--- config.mk ---
export PLATFORM = sky130hd
export DESIGN_NAME = usb_pkt_serializer
export DESIGN_NICKNAME = d
export VERILOG_FILES = /design/src/rtl/usb_ser_pkg.sv /design/src/rtl/usb_ser_framer.sv /design/src/rtl/usb_ser_line.sv /design/src/rtl/usb_pkt_serializer.sv
export SDC_FILE = /design/constraint.sdc
export NUM_CORES = 1
export LEC_CHECK = 0
export ABC_AREA = 1
export CORE_MARGIN = 2
export CORE_UTILIZATION = 30
export CTS_CLUSTER_SIZE = 14
export DETAILED_ROUTE_END_ITERATION = 10
export GPL_ROUTABILITY_DRIVEN = 0
export PLACE_DENSITY = 0.53
export SYNTH_ARGS = -nofsm -noshare
export SYNTH_HDL_FRONTEND = slang
export SYNTH_HIERARCHICAL = 1
export SYNTH_SLANG_ARGS = --single-unit
--- constraint.sdc ---
create_clock -name clk -period 5.3 [get_ports clk]
set_clock_uncertainty 0.05 [all_clocks]
set_input_delay 1.06 -clock clk [delete_from_list [all_inputs] [get_ports clk]]
set_output_delay 1.06 -clock clk [all_outputs]
set_load 0.1 [all_outputs]
--- src/rtl/usb_ser_pkg.sv ---
package usb_ser_pkg;
  localparam logic [7:0]  SYNC_NRZ    = 8'b1000_0000;  // bit 0 goes out first
  localparam logic [4:0]  CRC5_POLY   = 5'h05;
  localparam logic [15:0] CRC16_POLY  = 16'h8005;
  localparam logic [2:0]  STUFF_AFTER = 3'd6;

  typedef enum logic [2:0] {
    FR_IDLE, FR_SYNC, FR_PID, FR_FIELD, FR_DATA, FR_CRC, FR_DONE
  } fr_state_e;

  typedef enum logic [2:0] {
    LN_IDLE, LN_RUN, LN_EOP1, LN_EOP2, LN_JEND
  } ln_state_e;

  function automatic logic [4:0] rev5(input logic [4:0] v);
    for (int i = 0; i < 5; i++) rev5[i] = v[4-i];
  endfunction

  function automatic logic [15:0] rev16(input logic [15:0] v);
    for (int i = 0; i < 16; i++) rev16[i] = v[15-i];
  endfunction
endpackage

--- src/rtl/usb_ser_framer.sv ---
module usb_ser_framer
  import usb_ser_pkg::*;
#(
  parameter int LEN_W = 10
) (
  input  logic             clk,
  input  logic             rst,
  input  logic             start_i,
  input  logic [3:0]       pid_i,
  input  logic [10:0]      field_i,
  input  logic [LEN_W-1:0] len_i,
  input  logic             adv_i,
  input  logic             release_i,
  input  logic [7:0]       pl_byte_i,
  output logic             bit_o,
  output logic             bit_ok_o,
  output logic             done_o,
  output logic             idle_o,
  output logic             pl_take_o
);
  fr_state_e        state_q;
  logic [15:0]      sreg_q;
  logic [3:0]       cnt_q;
  logic [15:0]      crc_q;
  logic [3:0]       pid_q;
  logic [10:0]      field_q;
  logic [LEN_W-1:0] len_q, left_q;
  logic             data_q;

  logic        fb5, fb16, seg_end;
  logic [4:0]  n5;
  logic [15:0] n16, crc_nxt;

  always_comb begin
    fb5     = sreg_q[0] ^ crc_q[4];
    n5      = {crc_q[3:0], 1'b0} ^ (fb5 ? CRC5_POLY : 5'd0);
    fb16    = sreg_q[0] ^ crc_q[15];
    n16     = {crc_q[14:0], 1'b0} ^ (fb16 ? CRC16_POLY : 16'd0);
    crc_nxt = data_q ? n16 : {11'd0, n5};
    seg_end = adv_i && (cnt_q == 4'd0);
    pl_take_o = seg_end && ((state_q == FR_PID && data_q && len_q != '0) ||
                            (state_q == FR_DATA && left_q != '0));
  end

  assign bit_o    = sreg_q[0];
  assign bit_ok_o = (state_q == FR_SYNC) || (state_q == FR_PID) || (state_q == FR_FIELD) ||
                    (state_q == FR_DATA) || (state_q == FR_CRC);
  assign done_o   = (state_q == FR_DONE);
  assign idle_o   = (state_q == FR_IDLE);

  always_ff @(posedge clk) begin
    if (rst) begin
      state_q <= FR_IDLE;
      sreg_q  <= '0;
      cnt_q   <= '0;
      crc_q   <= '1;
      pid_q   <= '0;
      field_q <= '0;
      len_q   <= '0;
      left_q  <= '0;
      data_q  <= 1'b0;
    end else begin
      case (state_q)
        FR_IDLE: if (start_i) begin
          pid_q   <= pid_i;
          field_q <= field_i;
          len_q   <= len_i;
          data_q  <= (pid_i[1:0] == 2'b11);
          sreg_q  <= {8'h00, SYNC_NRZ};
          cnt_q   <= 4'd7;
          crc_q   <= '1;
          state_q <= FR_SYNC;
        end
        FR_DONE: if (release_i) state_q <= FR_IDLE;
        default: if (adv_i) begin
          if (state_q == FR_FIELD || state_q == FR_DATA) crc_q <= crc_nxt;
          if (cnt_q != 4'd0) begin
            sreg_q <= {1'b0, sreg_q[15:1]};
            cnt_q  <= cnt_q - 4'd1;
          end else begin
            case (state_q)
              FR_SYNC: begin
                sreg_q  <= {8'h00, ~pid_q, pid_q};
                cnt_q   <= 4'd7;
                state_q <= FR_PID;
              end
              FR_PID: begin
                if (pid_q[1:0] == 2'b01) begin
                  sreg_q  <= {5'd0, field_q};
                  cnt_q   <= 4'd10;
                  state_q <= FR_FIELD;
                end else if (data_q && len_q != '0) begin
                  sreg_q  <= {8'h00, pl_byte_i};
                  cnt_q   <= 4'd7;
                  left_q  <= len_q - 1'b1;
                  state_q <= FR_DATA;
                end else if (data_q) begin
                  sreg_q  <= rev16(~crc_q);
                  cnt_q   <= 4'd15;
                  state_q <= FR_CRC;
                end else begin
                  state_q <= FR_DONE;
                end
              end
              FR_FIELD: begin
                sreg_q  <= {11'd0, rev5(~crc_nxt[4:0])};
                cnt_q   <= 4'd4;
                state_q <= FR_CRC;
              end
              FR_DATA: begin
                if (left_q != '0) begin
                  sreg_q <= {8'h00, pl_byte_i};
                  cnt_q  <= 4'd7;
                  left_q <= left_q - 1'b1;
                end else begin
                  sreg_q  <= rev16(~crc_nxt);
                  cnt_q   <= 4'd15;
                  state_q <= FR_CRC;
                end
              end
              FR_CRC:  state_q <= FR_DONE;
              default: state_q <= FR_IDLE;
            endcase
          end
        end
      endcase
    end
  end


  data_entry_fetch_chk: assert property (@(posedge clk) disable iff (rst)
    (state_q == FR_DATA && $past(state_q) != FR_DATA) |-> $past(pl_take_o));


  field_only_token_chk: assert property (@(posedge clk) disable iff (rst)
    (state_q == FR_FIELD) |-> (pid_q[1:0] == 2'b01));
endmodule

--- src/rtl/usb_ser_line.sv ---
module usb_ser_line
  import usb_ser_pkg::*;
(
  input  logic clk,
  input  logic rst,
  input  logic tick_i,
  input  logic start_i,
  input  logic ls_i,
  input  logic bit_i,
  input  logic bit_ok_i,
  input  logic fr_done_i,
  output logic adv_o,
  output logic release_o,
  output logic dp_o,
  output logic dm_o,
  output logic oe_o
);
  ln_state_e st_q;
  logic      lvl_q, ls_q, dp_q, dm_q, oe_q;
  logic [2:0] ones_q;
  logic      nl;

  assign adv_o     = tick_i && (st_q == LN_RUN) && (ones_q != STUFF_AFTER) && bit_ok_i;
  assign release_o = tick_i && (st_q == LN_JEND);
  assign nl        = bit_i ? lvl_q : ~lvl_q;
  assign dp_o = dp_q;
  assign dm_o = dm_q;
  assign oe_o = oe_q;

  always_ff @(posedge clk) begin
    if (rst) begin
      st_q <= LN_IDLE; lvl_q <= 1'b1; ls_q <= 1'b0; ones_q <= '0;
      dp_q <= 1'b0; dm_q <= 1'b0; oe_q <= 1'b0;
    end else if (st_q == LN_IDLE && start_i) begin
      st_q <= LN_RUN; lvl_q <= 1'b1; ones_q <= '0; ls_q <= ls_i;
    end else if (tick_i) begin
      case (st_q)
        LN_RUN: begin
          if (ones_q == STUFF_AFTER) begin
            lvl_q <= ~lvl_q; ones_q <= '0;
            dp_q <= ~lvl_q ^ ls_q; dm_q <= lvl_q ^ ls_q; oe_q <= 1'b1;
          end else if (bit_ok_i) begin
            lvl_q  <= nl;
            ones_q <= bit_i ? ones_q + 3'd1 : 3'd0;
            dp_q <= nl ^ ls_q; dm_q <= ~nl ^ ls_q; oe_q <= 1'b1;
          end else if (fr_done_i) begin
            dp_q <= 1'b0; dm_q <= 1'b0; st_q <= LN_EOP1;
          end
        end
        LN_EOP1: st_q <= LN_EOP2;
        LN_EOP2: begin
          dp_q <= ~ls_q; dm_q <= ls_q; st_q <= LN_JEND;
        end
        LN_JEND: begin
          oe_q <= 1'b0; st_q <= LN_IDLE;
        end
        default: st_q <= LN_IDLE;
      endcase
    end
  end

  // run-length watch on the driven levels
  logic       tick_d_q, pdp_q;
  logic [3:0] same_q;
  always_ff @(posedge clk) begin
    if (rst) begin
      tick_d_q <= 1'b0; pdp_q <= 1'b0; same_q <= '0;
    end else begin
      tick_d_q <= tick_i;
      if (tick_d_q) begin
        if (oe_q && dp_q != dm_q) begin
          same_q <= (dp_q == pdp_q) ? same_q + 4'd1 : 4'd1;
          pdp_q  <= dp_q;
        end else begin
          same_q <= '0;
        end
      end
    end
  end


  max_run_chk: assert property (@(posedge clk) disable iff (rst) same_q <= 4'd7);


  eop_tail_j_chk: assert property (@(posedge clk) disable iff (rst)
    $fell(oe_q) |-> $past(dp_q != dm_q));


  oe_on_tick_chk: assert property (@(posedge clk) disable iff (rst)
    !$past(tick_i) |-> $stable(oe_q));
endmodule

--- src/rtl/usb_pkt_serializer.sv ---
module usb_pkt_serializer #(
  parameter int BIT_CYCLES = 4,
  parameter int MAX_LEN    = 1023,
  parameter int LS_MAX_LEN = 8,
  localparam int LEN_W     = $clog2(MAX_LEN + 1),
  localparam int DIV_W     = (BIT_CYCLES > 1) ? $clog2(BIT_CYCLES) : 1
) (
  input  logic             clk,
  input  logic             rst,
  input  logic             cmd_valid,
  output logic             cmd_ready,
  input  logic [3:0]       cmd_pid,
  input  logic [10:0]      cmd_field,
  input  logic [LEN_W-1:0] cmd_len,
  input  logic             cmd_ls,
  input  logic [7:0]       pl_byte,
  output logic             pl_take,
  output logic             usb_dp,
  output logic             usb_dm,
  output logic             usb_oe
);
  logic [DIV_W-1:0] div_q;
  logic             tick, start, fr_idle;
  logic [LEN_W-1:0] len_eff;
  logic             f_bit, f_ok, f_done, adv, rel;

  assign tick = (div_q == DIV_W'(BIT_CYCLES - 1));

  always_ff @(posedge clk) begin
    if (rst || tick) div_q <= '0;
    else             div_q <= div_q + 1'b1;
  end

  assign cmd_ready = fr_idle;
  assign start     = cmd_valid && cmd_ready;
  assign len_eff   = (cmd_ls && cmd_len > LEN_W'(LS_MAX_LEN)) ? LEN_W'(LS_MAX_LEN) : cmd_len;

  usb_ser_framer #(.LEN_W(LEN_W)) u_framer (
    .clk(clk), .rst(rst), .start_i(start), .pid_i(cmd_pid), .field_i(cmd_field),
    .len_i(len_eff), .adv_i(adv), .release_i(rel), .pl_byte_i(pl_byte),
    .bit_o(f_bit), .bit_ok_o(f_ok), .done_o(f_done), .idle_o(fr_idle), .pl_take_o(pl_take)
  );

  usb_ser_line u_line (
    .clk(clk), .rst(rst), .tick_i(tick), .start_i(start), .ls_i(cmd_ls),
    .bit_i(f_bit), .bit_ok_i(f_ok), .fr_done_i(f_done), .adv_o(adv), .release_o(rel),
    .dp_o(usb_dp), .dm_o(usb_dm), .oe_o(usb_oe)
  );


  busy_not_ready_chk: assert property (@(posedge clk) disable iff (rst)
    usb_oe |-> !cmd_ready);
endmodule

; Word-level counts from Yosys, hierarchy flattened
; Cells that the tools add are included.
; W data, S select, Z words.
[totals]
ff_bits = 88
inputBits = 37
out_inout_bits = 5
[classes]
magnitude_cmp = 1
addsub = 5
reduce_logical = 47
mux = 62
eq_ne = 31
bitwise_logic = 19
[op_table]
columns = cell, count
row1 = $mux W16, 12
row2 = $pmux W16 S2, 2
row3 = $pmux W16 S4, 1
row4 = $mux W3, 14
row5 = $mux W10, 4
row6 = $not A16 Y16, 2
row7 = $mux W4, 7
row8 = $pmux W10 S2, 1
row9 = $reduce_and A4 Y1, 5
row10 = $reduce_bool A10 Y1, 2
row11 = $sub A10 B1 Y10 const B, 2
row12 = $pmux W4 S4, 1
row13 = $xor A16 B16 Y16, 1
row14 = $eq A3 B3 Y1 const B, 5
row15 = $ne A3 B3 Y1 const B, 5
row16 = $pmux W3 S5, 1
row17 = $reduce_bool A2 Y1, 7
row18 = $logic_and A1 B1 Y1, 13
row19 = $eq A3 B2 Y1 const B, 4
row20 = $mux W1, 12
row21 = $ne A2 B2 Y1 const B, 6
row22 = $gt A10 B4 Y1 const B, 1
row23 = $reduce_and A5 Y1, 2
row24 = $pmux W3 S3, 1
row25 = other kinds (30), 54

; Depth between registers and ports, before layout
[logic_depth]
word_depth = 10
mapped_depth = 16
ltp_nobuf = 15

; By module
; The synthesis kept the hierarchy.
[by_module_without_submodules]
columns = module, cells_each, n_inst, area_per_inst_um2, seq_area_each_um2
row1 = usb_ser_framer, 638, 1, 4151.5, 1501.4
row2 = usb_ser_line, 98, 1, 648.1, 220.2
row3 = usb_pkt_serializer, 37, 1, 202.7, 40.0

; Worst setup path before layout
; Ideal clock, no wire load.
[synth_timing]
path_type = register to output
from = reg u_framer.state_q[2]
to = out pl_take
arrival_ns = 4.144
stages_incl_launch_ff = 10
setup_slack_ns = 0.046
required_ns = 4.190
path_cell_list = dfxtp_1 -> inv_2 -> nand2_2 -> inv_2 -> clkbuf_1 -> a21oi_1 -> inv_1 -> nor3_1 -> inv_1 -> nor3_1
[synth_between]
elab_chain_len = 8
elab_cells_between_ends = 16
classes_between = eq/ne: 5 / reduce/logical: 11
[synth_rtl]
columns = item, line
row1 = from (decl), usb_ser_framer.sv:21  ; fr_state_e state_q;
row2 = from (signal assigned), usb_ser_framer.sv:53  ; state_q <= FR_IDLE;
row3 = from (signal assigned), usb_ser_framer.sv:72  ; state_q <= FR_SYNC;
row4 = from (signal assigned), usb_ser_framer.sv:74  ; FR_DONE: if (release_i) state_q <= FR_IDLE;
row5 = $eq A3 B1 Y1 or $eq A3 B2 Y1 (tied branches), usb_ser_framer.sv:46  ; assign bit_ok_o = (state_q == FR_SYNC) || (state_q == FR_PID) || (state_q == FR_FIELD) ||
row6 = $logic_or A1 B1 Y1 (3 in a row), usb_ser_framer.sv:46
row7 = $logic_or A1 B1 Y1 *, usb_ser_framer.sv:47  ; (state_q == FR_DATA) || (state_q == FR_CRC);
row8 = net f_ok, usb_pkt_serializer.sv:25  ; logic f_bit, f_ok, f_done, adv, rel;
row9 = $logic_and A1 B1 Y1 *, usb_ser_line.sv:23  ; assign adv_o = tick_i && (st_q == LN_RUN) && (ones_q != STUFF_AFTER) && bit_ok_i;
row10 = net adv, usb_pkt_serializer.sv:25
row11 = $logic_and A1 B1 Y1 *, usb_ser_framer.sv:40  ; seg_end = adv_i && (cnt_q == 4'd0);
row12 = $logic_and A1 B1 Y1 *, usb_ser_framer.sv:41  ; pl_take_o = seg_end && ((state_q == FR_PID && data_q && len_q != '0) ||
row13 = to (decl), usb_pkt_serializer.sv:17  ; output logic pl_take,
; Mark *: on every way through the listed nets, which the timed path passes. The rest lies on a longest branch.

; Final worst setup path
; Same ends and word-level chain as after synthesis.

==> results.json <==
{
  "status": "finished clean",
  "slowest_stage": "dfxtp_1",
  "grt-ovfl-total": 0,
  "powerDensity_mw_per_mm2": 634,
  "power_leakage_nw": 2.59,
  "final_common_cell": "nand2_1",
  "syn_area_mm2": 0.00500,
  "io_buffers": 41,
  "tns_ns": 0,
  "std_cell_rows": 47,
  "grt_pass1_vias": 4590,
  "min-delay-path-class": "flip-flop to flip-flop",
  "synth_largest_area_cell": "dfxtp_1",
  "relSlewSlack_pct": 20.6,
  "layout_common_cells": "nand2_1, inv_1, a21oi_1, dfxtp_1, nor2_1",
  "maxCapViolations": 0,
  "postSynthAreaPerCell_um2": 6.47,
  "ioPinCount": 42,
  "die_w_um": 133,
  "synth.distinct_cells": 41,
  "ir_drop_mv": 0.455,
  "r2r-start": "u_framer/state_q[2]",
  "drc": 0,
  "track_usage_pct": 16.6,
  "cpPeakStageDelay_ns": 0.50,
  "htreeDepth": 3,
  "syn_inst": 773,
  "drtAntennaViolNets": 0,
  "fin_crit_ns": 3.88,
  "grt_pass1_wl_mm": 23.4,
  "synth_top_cell_area_share_pct": 35.2,
  "synth-edff-count": 0,
  "hold_viol_final": 0,
  "via_per_inst": 4.77,
  "crit_path_end_kind": "primary output",
  "slew_viol_final": 0,
  "diodes": 0,
  "antenna_found_initial": 0,
  "post_cts_buffers": 0,
  "crit_arrival_ns": 2.77,
  "wl_per_cell_um": 13.9,
  "synthTopCellsByArea": "dfxtp_1, nand2_1, a21oi_1",
  "vias": 4882,
  "fmax_ghz": 0.258,
  "cts.reportedPaths.clkPinSlew_ns": 0.06,
  "rsz0062_at_grt": "no",
  "hpwl_mm": 10.6,
  "dieHeight_um": 133,
  "r2r_cells": 12,
  "clk_latency_ns": 0.35,
  "wirelength_mm": 14.2,
  "grt_max_degree": 49,
  "syn_to_final_growth_pct": 16.7,
  "synth-warning-count": 6,
  "synth-main-ff-cell": "dfxtp_1",
  "yosysSeqAreaShare_pct": 35.2,
  "fin_crit_sh_pct": 73.2,
  "fp.dieArea_mm2": 0.0177,
  "crit_type": "flip-flop to primary output",
  "tightest_slew_ns": 1.19,
  "final_util_pct": 35.5,
  "reg2reg_to": "u_framer/sreg_q[9]",
  "core_area_mm2": 0.0165,
  "cts-root-buf": "clkbuf_16",
  "ys_ff_latch": 88,
  "cts_buffer_depth": 2,
  "ctsHoldBuffers": 0,
  "worstPathRequired_ns": 4.19,
  "post_cts_resized": 0,
  "cts_tree": "done",
  "fillers": 1837,
  "worstPathMaxFanout": 13,
  "setup_viol": 0,
  "min_path_cells": 1,
  "min_from": "div_q[0]",
  "drt_first_pass_iters": 5,
  "drive_above_1_share_pct": 7.72,
  "nNetsFinal": 842,
  "start_kind": "flip-flop",
  "drtIter0Drc": 265,
  "ff2ff_setup_slack_ns": 2.16,
  "clock_sink_count": 88,
  "hold_end": "div_q[0]",
  "path_cells": "inv_2, nand2_2, inv_2, a21oi_1, inv_1, nor3_1, inv_1, nor3_1, buf_4",
  "start_util_pct": 30.4,
  "synth_async_sr_flop_share_pct": 0,
  "cts_made_buffers": 9,
  "syn-num-nets": 816
}
-- how the worst max path moves through the flow --
stage / end / cells after the start / start / slack [ns]
detailed placement: pl_take / 9 / u_framer/state_q[2] / 1.78
global route: pl_take / 9 / u_framer/state_q[2] / 1.18
global placement: pl_take / 9 / u_framer/state_q[2] / 1.86
finish: pl_take / 9 / u_framer/state_q[2] / 1.42
floorplan: pl_take / 9 / u_framer/state_q[2] / 0.05
CTS: pl_take / 9 / u_framer/state_q[2] / 1.39
-- power breakdown --
group,internal [mW],switching (mW)
Clock,0.327,0.275
Combinational,0.649,1.47
Sequential,0.847,0.134
Total,1.82,1.88
-- synthesized netlist by cell type, types with 6 or more instances --
| master | count |
|---|---|
| nand2_1 | 175 |
| inv_1 | 98 |
| a21oi_1 | 92 |
| dfxtp_1 | 88 |
| nor2_1 | 72 |
| o21ai_0 | 67 |
| nand3_1 | 34 |
| clkbuf_1 | 16 |
| inv_2 | 12 |
| o22ai_1 | 11 |
| nand2_2 | 10 |
| nor3_1 | 10 |
| o21ai_1 | 10 |
| buf_2 | 8 |
| a211o_1 | 6 |
| ha_1 | 6 |
| nand4_1 | 6 |
| nor2_2 | 6 |
-- metal layers --
metal	track usage (%)	wire [µm]	vias to the layer above
met2	27.9	6600	85
met1	21.6	6760	2198
met4	5.32	316	0
met5	0	0	-
li1	-	-	2576
met3	3.08	507	23
-- critical path, delay by kind of cell (launching register included) --
kind / cells / cell delay, ns
simple gates: 3 / 0.88
buf+inv: 5 / 0.83
flops: 1 / 0.50
compound gates: 1 / 0.20
-- metrics by stage --
step | power (mW) | cells | worst slack [ns] | cell area [µm²] | hold slack (ns)
6_report | 3.70 | 1023 | 1.42 | 5840 | 0.380
5_1_grt | 4.05 | 1023 | 1.18 | 5840 | 0.412
4_1_cts | 3.71 | 1023 | 1.39 | 5840 | 0.386
3_5_place_dp | 3.09 | 1008 | 1.78 | 5570 | 0.374
3_3_place_gp | 3.10 | 1008 | 1.86 | 5570 | 0.370
2_1_floorplan | 2.64 | 773 | 0.0456 | 5000 | 0.353
-- area by class of cell --
class                           instances  area (µm²)  area share, %
Clock inverter                          5        33.8          0.579
Multi-Input combinational cell        546        2690           46.0
Inverter                              110         413           7.07
Tap cell                              220         275           4.71
Sequential cell                        88        1760           30.2
Timing Repair Buffer                   44         430           7.37
Clock buffer                           10         239           4.09
-- kinds of logic (layout without fill, tap and decap cells) --
logic type | count (synthesis) | in the layout | share of synthesized area, %
simple gates | 324 | 324 | 27.9
buf+inv | 139 | 169 | 11.1
flops | 88 | 88 | 35.2
xor+xnor | 6 | 6 | 1.05
fa+ha+maj | 6 | 6 | 1.50
compound gates | 210 | 210 | 23.2
-- flip-flops by register name, summed over array words and instances (netlist names) --
register and count:
u_framer/field_q 11, u_framer/pid_q 4, u_line/lvl_q 1, u_framer/left_q 10, u_line/st_q 3, u_line/dm_o 1, u_framer/len_q 10, u_framer/state_q 3
u_line/ones_q 3, u_line/dp_o 1, u_line/oe_o 1, u_line/ls_q 1, u_framer/crc_q 16, u_framer/cnt_q 4, div_q 2, u_framer/data_q 1
u_framer/sreg_q 16
No activity file was read; power rests on OpenSTA's default activity.
